File: config.mk
export PLATFORM = sky130hd
export DESIGN_NAME = colscan_packetizer
export DESIGN_NICKNAME = d
export VERILOG_FILES = /design/src/rtl/colscan_pkg.sv /design/src/rtl/colscan_ctrl.sv /design/src/rtl/colscan_shift.sv /design/src/rtl/colscan_packetizer.sv
export SDC_FILE = /design/constraint.sdc
export NUM_CORES = 1
export LEC_CHECK = 0
export BUFFER_PORTS_ARGS = -buffer_cell sky130_fd_sc_hd__buf_2
export CORE_ASPECT_RATIO = 1.75
export CORE_MARGIN = 10
export CORE_UTILIZATION = 48
export DETAILED_ROUTE_END_ITERATION = 12
export PLACE_DENSITY = 0.75
export SLEW_MARGIN = 0
export SYNTH_ARGS = -nofsm -noshare
export SYNTH_HDL_FRONTEND = slang
export SYNTH_HIERARCHICAL = 1
export SYNTH_SLANG_ARGS = --single-unit
File: constraint.sdc
create_clock -name clk -period 1.6 [get_ports clk]
set_input_delay 0.08 -clock clk [delete_from_list [all_inputs] [get_ports clk]]
set_output_delay 0.08 -clock clk [all_outputs]
set_load 0.03 [all_outputs]
File: src/rtl/colscan_pkg.sv
package colscan_pkg;

    typedef enum logic [1:0] {
        ST_IDLE = 2'd0,
        ST_ADDR = 2'd1,
        ST_PKT  = 2'd2,
        ST_DONE = 2'd3
    } scan_state_e;

endpackage

File: src/rtl/colscan_ctrl.sv
module colscan_ctrl
    import colscan_pkg::*;
#(
    parameter int NPKT = 4
) (
    input  logic clk,
    input  logic rst_n,
    input  logic grant_valid,
    output logic grant_ready,
    output logic load,
    output logic in_addr,
    output logic in_pkt,
    output logic in_done
);
    localparam int CW = (NPKT > 1) ? $clog2(NPKT) : 1;

    typedef struct packed {
        scan_state_e     state;
        logic [CW-1:0]   beat;
    } ctrl_t;

    ctrl_t ctrl_d, ctrl_q;

    always_comb begin
        ctrl_d = ctrl_q;
        unique case (ctrl_q.state)
            ST_IDLE: begin
                if (grant_valid) begin
                    ctrl_d.state = ST_ADDR;
                    ctrl_d.beat  = '0;
                end
            end
            ST_ADDR: ctrl_d.state = ST_PKT;
            ST_PKT: begin
                if (ctrl_q.beat == CW'(NPKT - 1)) begin
                    ctrl_d.state = ST_DONE;
                    ctrl_d.beat  = '0;
                end else begin
                    ctrl_d.beat = ctrl_q.beat + 1'b1;
                end
            end
            ST_DONE: ctrl_d.state = ST_IDLE;
            default: ctrl_d.state = ST_IDLE;
        endcase
    end

    always_ff @(posedge clk or negedge rst_n) begin
        if (!rst_n) begin
            ctrl_q <= '{state: ST_IDLE, beat: '0};
        end else begin
            ctrl_q <= ctrl_d;
        end
    end

    assign grant_ready = (ctrl_q.state == ST_IDLE);
    assign load        = grant_ready && grant_valid;
    assign in_addr     = (ctrl_q.state == ST_ADDR);
    assign in_pkt      = (ctrl_q.state == ST_PKT);
    assign in_done     = (ctrl_q.state == ST_DONE);

endmodule

File: src/rtl/colscan_shift.sv
module colscan_shift #(
    parameter int NCOL   = 16,
    parameter int PKT_W  = 4,
    parameter int ROW_AW = 5
) (
    input  logic              clk,
    input  logic              rst_n,
    input  logic              load,
    input  logic              advance,
    input  logic [ROW_AW-1:0] grant_row,
    input  logic [NCOL-1:0]   col_req,
    output logic [ROW_AW-1:0] row_addr,
    output logic [PKT_W-1:0]  pkt_bits,
    output logic [NCOL-1:0]   bitmap
);
    typedef struct packed {
        logic [ROW_AW-1:0] row;
        logic [NCOL-1:0]   keep;
        logic [NCOL-1:0]   shift;
    } hold_t;

    hold_t hold_d, hold_q;

    always_comb begin
        hold_d = hold_q;
        if (load) begin
            hold_d.row   = grant_row;
            hold_d.keep  = col_req;
            hold_d.shift = col_req;
        end else if (advance) begin
            hold_d.shift = hold_q.shift >> PKT_W;
        end
    end

    always_ff @(posedge clk or negedge rst_n) begin
        if (!rst_n) begin
            hold_q <= '0;
        end else begin
            hold_q <= hold_d;
        end
    end

    assign row_addr = hold_q.row;
    assign pkt_bits = hold_q.shift[PKT_W-1:0];
    assign bitmap   = hold_q.keep;

endmodule

File: src/rtl/colscan_packetizer.sv
module colscan_packetizer #(
    parameter int NCOL   = 16,
    parameter int PKT_W  = 4,
    parameter int ROW_AW = 5
) (
    input  logic                                                  clk,
    input  logic                                                  rst_n,
    input  logic                                                  grant_valid,
    input  logic [ROW_AW-1:0]                                     grant_row,
    input  logic [NCOL-1:0]                                       col_req,
    output logic                                                  grant_ready,
    output logic [((ROW_AW > PKT_W) ? ROW_AW : PKT_W)-1:0]        bus_data,
    output logic                                                  row_strobe,
    output logic                                                  pkt_strobe,
    output logic                                                  row_done,
    output logic [NCOL-1:0]                                       pix_ack
);
    localparam int NPKT  = NCOL / PKT_W;
    localparam int BUS_W = (ROW_AW > PKT_W) ? ROW_AW : PKT_W;

    logic              load;
    logic              in_addr;
    logic              in_pkt;
    logic              in_done;
    logic [ROW_AW-1:0] row_addr;
    logic [PKT_W-1:0]  pkt_bits;
    logic [NCOL-1:0]   bitmap;

    colscan_ctrl #(
        .NPKT (NPKT)
    ) u_ctrl (
        .clk         (clk),
        .rst_n       (rst_n),
        .grant_valid (grant_valid),
        .grant_ready (grant_ready),
        .load        (load),
        .in_addr     (in_addr),
        .in_pkt      (in_pkt),
        .in_done     (in_done)
    );

    colscan_shift #(
        .NCOL   (NCOL),
        .PKT_W  (PKT_W),
        .ROW_AW (ROW_AW)
    ) u_shift (
        .clk       (clk),
        .rst_n     (rst_n),
        .load      (load),
        .advance   (in_pkt),
        .grant_row (grant_row),
        .col_req   (col_req),
        .row_addr  (row_addr),
        .pkt_bits  (pkt_bits),
        .bitmap    (bitmap)
    );

    always_comb begin
        bus_data = '0;
        if (in_addr) begin
            bus_data = BUS_W'(row_addr);
        end else if (in_pkt) begin
            bus_data = BUS_W'(pkt_bits);
        end
    end

    assign row_strobe = in_addr;
    assign pkt_strobe = in_pkt;
    assign row_done   = in_done;
    assign pix_ack    = in_done ? bitmap : '0;

endmodule

==> results.yml, run 1 <==
run_status:
  status: "complete, no violations"
logic_synthesis:
  yosysSeqAreaShare_pct: 49.4
  async_reset_ff_share_pct: 100
  synth_area_mm2: 0.00208
  synth_cells: 196
  netlist.area_leader.share_pct: 49.4
  synth-edff-count: 0
  ys.flop_type: "dfrtp_1"
  ys_top_cells_by_area: "dfrtp_1 (49%), buf_4 (9.8%), mux2i_1 (5.8%)"
  ys_ff_latch: 41
  yosysTopAreaCell: "dfrtp_1"
  syn_nets: 225
  ys_types: 24
  synth_warnings: 6
  syn_area_per_cell_um2: 10.6
pwr:
  powerDensity_mw_per_mm2: 2070
  switching_share_pct: 40.7
  comb_power_share_pct: 52.0
  p_leak_nw: 1.23
  p_clk_share_pct: 12.9
  p_sw_w: 0.00208
  finalPower_w: 0.00511
  power_frac_seq_pct: 35.1
  intPower_w: 0.00303
  peakVddDrop_mv: 1.21
cells_and_area:
  n_antenna_cell: 0
  multi_input_area_um2: 788
  area_growth_pct: 18.5
  seq_area_mm2: 0.00103
  final_cells: 287
  drive_gt1_share_pct: 37.0
  nFillCells: 357
  nNetsFinal: 266
route:
  first_iter_violations: 54
  ant_nets: 0
  wire_per_inst_um: 14.7
  vias: 1415
  routed_wl_um: 4230
  drcViolationCount: 0
  vias_per_cell: 4.93
  drt_first_pass_iters: 4
critical_path:
  critPathMaxFanout: 7
  cp.required_ns: 1.52
  start_kind: "flip-flop"
  cp-end-kind: "output pin"
  cp.arrival_ns: 1.48
  criticalPathCategory: "reg2out"
grt:
  track_usage_pct: 11.6
  grt_max_degree: 42
  grt_antenna_before_repair: 0
  grt_pass1_vias: 1552
  overflow: 0
  grt_pass1_wl_um: 7190
floorplan:
  start_util_pct: 50.1
  ios: 49
  die_height_um: 107
  fp.dieW_um: 69.7
  die-area_mm2: 0.00747
  core_mm2: 0.00415
  num_rows: 31
clock_network:
  cts.path.max_buffers: 2
  cts.sinks: 41
  cts_root_buffer: "clkbuf_8"
  ctsHtreeMaxLevel: 2
  clkTransAtPathRegs_ns: 0.08
  tritoncts: "yes"
  cts_buffers: 5
  clk_latency_ns: 0.30
timing:
  relSlewSlack_pct: 66.5
  fin_crit_sh_pct: 97.6
  whs_ns: 0.0143
  post-route-min-period_ns: 1.56
  rsz0062_at_grt: "true"
  final_hold_viol_count: 0
  setup_violations: 0
  drv_slew: 0
  tightest_slew_ns: 0.502
  fmax_ghz: 0.641
  fin_worst_skew_ns: 0.0102
placement:
  io_buffers: 48
  hpwl_um: 3140
  dp.cells: 269
  routabilityCongestion: 0.756
flow_run:
  cap_violations: 0
worst_hold_path:
  min_path_type: "in2reg"
## critical path, stage by stage, from the launching register on
cell and delay, ns:
dfrtp_1 0.39, buf_6 0.14, ha_4 0.18, nor2b_4 0.13
a22o_1 0.20, buf_6 0.14
## metrics by stage
| stage | area [µm²] | worst slack, ns | TNS (ns) | utilization (%) |
|---|---|---|---|---|
| after CTS | 2430 | -0.00423 | -0.00423 | 58.5 |
| after floorplan | 2080 | -0.0121 | -0.109 | - |
| after global placement | 2220 | 0.0969 | 0 | 53.5 |
| final | 2460 | 0.0388 | 0 | 59.4 |
| after global routing | 2460 | -0.0225 | -0.0433 | 59.4 |
| after detailed placement | 2220 | 0.0628 | 0 | 53.5 |
## layout make-up
| class | instances | share of cell area [%] |
|---|---|---|
| tap | 49 | 2.49 |
| multi-input combinational | 106 | 32.0 |
| sequential | 41 | 41.6 |
| timing repair buffer | 67 | 17.9 |
| inverter | 16 | 2.44 |
| clock buffer | 5 | 2.79 |
| clock inverter | 3 | 0.711 |
## timing repair
item                                   in CTS  in global routing
pin swaps                                   1                  1
setup buffers                               3                  1
gates resized for setup                     9                  6
hold buffers                                6                  0
setup endpoints to repair                  23                 35
endpoints found under the hold margin      49                  0
## synthesized netlist by cell type, types with 2 or more instances
cell type   n
and2_1     17
ha_1        5
mux2_2      9
o21ai_0    14
o21ai_1    15
inv_1      15
buf_6       2
buf_2       2
nor2_1      3
buf_4      27
mux2i_1    12
a22o_1      6
nand2_1    18
dfrtp_1    41
## worst paths after layout
path	from	endpoint	slack (ns)	depth (start not counted)
worst min register to register	u_shift/row_addr[4]	u_shift/row_addr[4]	0.51	1
worst max-delay path	u_ctrl/ctrl_q[3]	bus_data[0]	0.04	5
min in group asynchronous	rst_n	u_shift/bitmap[11]	0.36	3
worst min-delay path	col_req[11]	u_shift/bitmap[11]	0.01	3
worst max register to register	u_ctrl/ctrl_q[3]	u_ctrl/ctrl_q[3]	0.04	6
max in group asynchronous	rst_n	u_shift/bitmap[10]	0.88	3
## kinds of logic (layout without fill, tap and decap cells)
kind of cell	Yosys count	after routing	share of synthesized area, %
AOI/OAI and AO/OA	38	38	10.7
adders and majority gates	5	5	3.01
buffers and inverters	49	91	15.4
DFF	41	41	49.4
muxes	22	22	11.4
and+or+nand+nor	41	41	10.2
## metal layers
metal  global-route usage [%]  wire length [µm]  part of all wire (%)  vias to the layer above
li1                         -                 -                     -                      700
met1                     12.7              1700                    40                      676
met2                     20.5              2290                    54                       34
met3                     3.23               171                   4.0                        5
met4                     5.10                67                   1.6                        0
met5                        0                 0                     0                        -
## flip-flops by register name (all words and copies together) (netlist names)
register,cells
u_shift/bitmap,16
u_shift/hold_q,12
u_shift/row_addr,5
u_shift/pkt_bits,4
u_ctrl/ctrl_q,4
## power by group through the flow
stage	Combinational, W	Clock (W)	Sequential [W]
after global routing	0.00292	0.000713	0.00187
after floorplan	0.00223	0	0.00175
after detailed placement	0.00241	0	0.00180
after CTS	0.00260	0.000689	0.00179
after global placement	0.00233	0	0.00180
final	0.00266	0.000660	0.00179
## cell usage in the layout, fill, tap and decap left out, types with 2 or more instances in the layout
cell,n
a22o_1,6
and2_1,16
buf_12,2
buf_2,45
buf_4,11
buf_6,3
clkbuf_8,5
clkinv_2,2
dfrtp_1,41
dlygate4sd3_1,6
ha_4,3
inv_1,15
mux2_2,9
mux2i_1,12
nand2_1,18
nor2_1,3
o21ai_0,12
o21ai_1,17
Note: power is estimated with default switching activity, not from simulation.
==> inputs of run 2 (changes only) <==
- CORE_UTILIZATION: 48 -> 47
- SYNTH_HIERARCHICAL: 1 -> not set
==> run 2 against run 1 <==
Net effect:
- worst setup slack better by 0.033 ns
- largest cell class unchanged
- maximum frequency up 2.2%
- design area down 0.25%
- non-clock buffer count down 6
- combinational power down 5%
- highest routed layer unchanged
- hold slack worse by 0.0049 ns
- sequential power down 5%
- critical path type is now reg2reg
==> results.yml, run 2 <==
pwr:
  p_sw_w: 0.00199
  p_leak_nw: 1.24
  comb_power_share_pct: 51.7
  p_clk_share_pct: 13.5
  finalPower_w: 0.00488
  power_frac_seq_pct: 34.8
  switching_share_pct: 40.7
  intPower_w: 0.00290
  peakVddDrop_mv: 1.14
  powerDensity_mw_per_mm2: 1990
cells_and_area:
  largest_reg_flops: 16
  design_area_mm2: 0.00246
  layout_commonest_cell: "buf_2"
  mostFrequentLayoutCells: "buf_2 (45), dfrtp_1 (41), mux2_1 (22)"
  area_growth_pct: 26.5
  final_cells: 272
  nFillCells: 350
  multi_input_area_um2: 882
  nNetsFinal: 255
  final_util_pct: 62.3
  drive_gt1_share_pct: 31.7
  seq_area_mm2: 0.00103
  n_antenna_cell: 0
floorplan:
  die-area_mm2: 0.00720
  fp.dieW_um: 68.6
  num_rows: 30
  start_util_pct: 49.3
  ios: 49
  die_height_um: 105
  core_mm2: 0.00394
clock_network:
  tritoncts: "yes"
  clkTransAtPathRegs_ns: 0.07
  cts_buffers: 5
  cts.sinks: 41
  cts_setup_buffers: 0
  cts.path.max_buffers: 2
  clk_latency_ns: 0.28
  ctsHtreeMaxLevel: 2
  cts_root_buffer: "clkbuf_8"
route:
  wire_per_inst_um: 15.2
  drcViolationCount: 0
  ant_nets: 0
  vias_per_cell: 5.14
  drt_first_pass_iters: 4
  vias: 1397
  routed_wl_um: 4140
  first_iter_violations: 21
timing:
  tightest_slew_ns: 0.627
  fin_crit_sh_pct: 95.5
  relSlewSlack_pct: 58.2
  setup_violations: 0
  drv_slew: 0
  post-route-min-period_ns: 1.53
  fin_worst_skew_ns: 0.00400
  fmax_ghz: 0.655
  final_hold_viol_count: 0
  whs_ns: 0.00943
logic_synthesis:
  synth_cells: 164
  ys_top_cells_by_area: "dfrtp_1 (53%), mux2_1 (13%), mux2i_1 (6.2%)"
  synth_top_family_by_area: "multiplexers"
  syn_nets: 195
  synth.top_cells.by_count: "dfrtp_1 (41), mux2_1 (22), nand2_1 (18), and2_1 (17), o21ai_1 (17)"
  yosysTopAreaCell: "dfrtp_1"
  synth_compound_area_share_pct: 8.25
  yosys.area_share.xor_xnor_pct: 0
  synth_fa_ha_area_share_pct: 4.51
  async_reset_ff_share_pct: 100
  synth.most_common_cell: "dfrtp_1"
  ys_types: 23
  synth_warnings: 0
  ys_ff_latch: 41
  ys.flop_type: "dfrtp_1"
  synth_area_mm2: 0.00194
  netlist.area_leader.share_pct: 52.8
  synth-simple-area-share_pct: 11.8
  synth_mux_area_share_pct: 18.9
  syn_area_per_cell_um2: 11.8
  yosysSeqAreaShare_pct: 52.8
  synth-edff-count: 0
placement:
  hpwl_um: 3110
  routabilityCongestion: 0.721
  place_area_mm2: 0.00228
  io_buffers: 48
  dp.cells: 261
grt:
  grt_pass1_vias: 1442
  grt_max_degree: 33
  grt_pass1_wl_um: 6820
  grt_antenna_before_repair: 0
  overflow: 0
  track_usage_pct: 11.9
critical_path:
  cp-end-kind: "flip-flop"
  critPathMaxFanout: 5
  criticalPathCategory: "reg2reg"
  crit_chain: "inv_1 > ha_1 > nand2_2 > buf_4 > mux2_1"
  cp.arrival_ns: 1.69
  start_kind: "flip-flop"
  cp.required_ns: 1.77
  cpPeakStageDelay_ns: 0.37
  critPathSlowestCell: "dfrtp_1"
worst_hold_path:
  min_path_type: "in2reg"
run_status:
  status: "complete, no violations"
flow_run:
  cap_violations: 0
run 2: cell families after synthesis:
| logic type | after synthesis |
|---|---|
| flops | 41 |
| fa+ha+maj | 7 |
| mux | 34 |
| simple gates | 45 |
| compound gates | 26 |
| buf+inv | 11 |
run 2: metrics by stage:
| step | TNS [ns] | setup WS, ns |
|---|---|---|
| 6_report | 0 | 0.0722 |
| 3_5_place_dp | 0 | 0.105 |
| 5_1_grt | -0.0852 | -0.0148 |
| 2_1_floorplan | 0 | 0.0475 |
| 4_1_cts | 0 | 0.00191 |
| 3_3_place_gp | 0 | 0.150 |
run 2: critical path, delay by kind of cell (launching register included):
kind | cells | cell delay [ns]
fa+ha+maj | 1 | 0.26
buf+inv | 2 | 0.32
flops | 1 | 0.37
mux | 1 | 0.32
simple gates | 1 | 0.14
run 2: power groups by stage:
stage                     Clock (W)  Sequential [W]  Combinational [W]
after floorplan                   0         0.00166            0.00177
final                      0.000658         0.00170            0.00252
after global placement            0         0.00170            0.00236
after detailed placement          0         0.00172            0.00240
after global routing       0.000729         0.00175            0.00278
after CTS                  0.000687         0.00170            0.00245
run 2: final cells by class:
class	count	share of cell area (%)
Timing Repair Buffer	61	15.9
Inverter	3	0.458
Sequential cell	41	41.8
Multi-Input combinational cell	112	35.9
Clock buffer	7	3.51
Tap cell	48	2.44
run 2: per-layer routing:
metal | vias up | track usage (%) | wire length [µm]
li1 | 682 | - | -
met1 | 673 | 13.6 | 1620
met2 | 38 | 20.3 | 2200
met3 | 4 | 3.74 | 302
met4 | 0 | 3.03 | 22
met5 | - | 0 | 0
run 2: timing repair:
| action | CTS | global route |
|---|---|---|
| endpoints found under the hold margin | 28 | 1 |
| gates cloned | 0 | 0 |
| gates resized for setup | 6 | 7 |
| endpoints found under the setup margin | 20 | 19 |
| hold buffers | 3 | 1 |
run 2: path summary, 6_finish.rpt:
kind / cells after the start / slack, ns / endpoint / startpoint
worst max-delay path: 5 / 0.07 / u_shift.row_addr[1] / u_ctrl.ctrl_q[3]
min in group asynchronous: 2 / 0.35 / u_shift.row_addr[3] / rst_n
worst min-delay path: 2 / 0.009 / u_shift.row_addr[4] / grant_row[4]
worst max register to register: 5 / 0.07 / u_shift.row_addr[1] / u_ctrl.ctrl_q[3]
worst min register to register: 2 / 0.48 / u_shift.hold_q[11] / u_shift.hold_q[11]
max in group asynchronous: 3 / 0.68 / u_shift.bitmap[7] / rst_n
==> inputs of run 3 (changes only) <==
- GPL_TIMING_DRIVEN: not set -> 0
==> run 3 against run 2 <==
Net effect:
- power is 1.9% higher
- global-route usage is 1.2 points higher
- largest cell class unchanged
- via count is 0.29% higher
- sequential power is 2% higher
- clock skew is 0.0034 ns higher
- die area stayed put
- critical path type is now reg2out
- clock-buffer cell count is 2 lower
- hold slack worse by 0.0085 ns
- first-iteration DRC count is 86% higher
- combinational power is 2% higher
==> results.yml, run 3 (same netlist as run 2, synthesis figures left out) <==
critical_path:
  cp_top_family: "flip-flops"
  critPathSlowestCell: "dfrtp_2"
  start_kind: "flip-flop"
  criticalPathCategory: "reg2out"
  ff2ff_path_depth: 5
  cp.required_ns: 1.52
  cp.depth: 5
  cp.arrival_ns: 1.50
  critPathMaxFanout: 8
  critPathLaunch: "u_ctrl.ctrl_q[2]"
  r2r_start: "u_ctrl.ctrl_q[3]"
  crit_top_cell: "buf_6"
  crit_chain: "buf_6 > ha_4 > nor2b_4 > a22o_1 > buf_6"
  cpPeakStageDelay_ns: 0.47
  r2r_slack_ns: 0.07
  r2r_end: "u_shift.row_addr[0]"
  cp_num_buf_inv: 2
  crit_path_end: "bus_data[1]"
  cp-end-kind: "output pin"
placement:
  place_area_mm2: 0.00224
  pre_cts_ws_ns: 0.0311
  routabilityCongestion: 0.746
  hpwl_um: 3230
  io_buffers: 47
timing:
  post-route-min-period_ns: 1.58
  tns_ns: 0
  tightest_slew_ns: 0.915
  drv_slew: 0
  fin_worst_skew_ns: 0.00742
  final_hold_viol_count: 0
  fmax_ghz: 0.633
  rsz0062_at_grt: "true"
  fin_ws_ns: 0.0208
  fin_crit_sh_pct: 98.7
  setup_violations: 0
  relSlewSlack_pct: 39.0
clock_network:
  cts_root_buffer: "clkbuf_8"
  ctsHtreeMaxLevel: 2
  clk_latency_ns: 0.30
  cts.path.max_buffers: 2
  cts_buffers: 5
  cts.sinks: 41
  clkTransAtPathRegs_ns: 0.08
  tritoncts: "yes"
cells_and_area:
  area_growth_pct: 29.1
  drive_gt1_share_pct: 35.0
  largest_reg_flops: 16
  n_antenna_cell: 0
  final_util_pct: 63.6
  nNetsFinal: 256
  design_area_mm2: 0.00251
  layout_commonest_cell: "buf_2"
  mostFrequentLayoutCells: "buf_2 (41), dfrtp_1 (39), mux2_1 (22)"
grt:
  grt_pass1_wl_um: 7380
  overflow: 0
  grt_max_degree: 42
  track_usage_pct: 13.2
  grt_antenna_before_repair: 0
  grt_pass1_vias: 1539
route:
  wire_per_inst_um: 16.1
  ant_nets: 0
  drcViolationCount: 0
  routed_wl_um: 4410
  vias: 1401
  first_iter_violations: 39
  drt_first_pass_iters: 4
  vias_per_cell: 5.11
pwr:
  finalPower_w: 0.00498
  powerDensity_mw_per_mm2: 1990
  peakVddDrop_mv: 1.08
  p_leak_nw: 1.23
run_status:
  status: "complete, no violations"
flow_run:
  cap_violations: 0
floorplan:
  die_height_um: 105
  die-area_mm2: 0.00720
  ios: 49
  fp.dieW_um: 68.6
  num_rows: 30
  core_mm2: 0.00394
  start_util_pct: 49.3
worst_hold_path:
  min_path_type: "in2reg"
  min_from: "grant_row[3]"
-- run 3: cell types whose count changed in the layout (fill, tap and decap cells not counted), moves of 2 or more --
cell	previous run	this run
clkinv_2	0	2
clkbuf_4	0	5
buf_2	45	41
inv_1	3	1
buf_6	3	7
dlygate4sd3_1	4	7
ha_1	3	1
dfrtp_2	0	2
dfrtp_1	41	39
buf_12	2	0
buf_4	7	2
-- run 3: how the worst min path moves through the flow --
stage | to | slack (ns) | cells past startpoint
after floorplan | u_ctrl.ctrl_q[0] | -0.22 | 0
after global placement | u_shift.row_addr[3] | 0.26 | 1
after detailed placement | u_ctrl.ctrl_q[3] | 0.26 | 1
after CTS | u_shift.bitmap[10] | 0.00001 | 2
after global routing | u_shift.bitmap[10] | 0.01 | 2
final | u_shift.row_addr[3] | 0.001 | 2
-- run 3: routing by layer --
layer  wire length, µm  part of all wire (%)  global-route usage, %  vias to the layer above
met5                 0                     0                      0                        -
met1              1680                    38                   13.7                      681
met4                87                   2.0                   6.07                        0
met2              2360                    54                   22.5                       31
met3               285                   6.5                   4.28                        7
li1                  -                     -                      -                      682
-- run 3: stage by stage --
| step | instances | hold WS, ns |
|---|---|---|
| floorplan | 164 | -0.216 |
| global route | 274 | 0.0119 |
| finish | 274 | 0.000959 |
| detailed placement | 259 | 0.264 |
| global placement | 259 | 0.258 |
| CTS | 274 | 0.0000138 |
-- run 3: final cells by class --
type | instances | area (µm²)
fillers | 335 | 1440
flip-flops and latches | 41 | 1030
multi-input cells | 112 | 911
repair buffers | 55 | 343
clock buffers | 5 | 68.8
plain buffers | 7 | 63.8
well taps | 48 | 60.1
clock inverters | 3 | 17.5
inverters | 3 | 13.8
-- run 3: power by group --
| part | switching [W] | total, W | internal, W |
|---|---|---|---|
| combinational | 0.00148 | 0.00257 | 0.00109 |
| sequential | 0.000254 | 0.00174 | 0.00149 |
| clock | 0.000366 | 0.000667 | 0.000301 |
-- run 3: repair_timing --
action	CTS	global route
resized for setup	16	18
hold buffers	7	0
setup endpoints to repair	15	52
endpoints found under the hold margin	47	0
pin swaps	0	1
buffers inserted	0	1
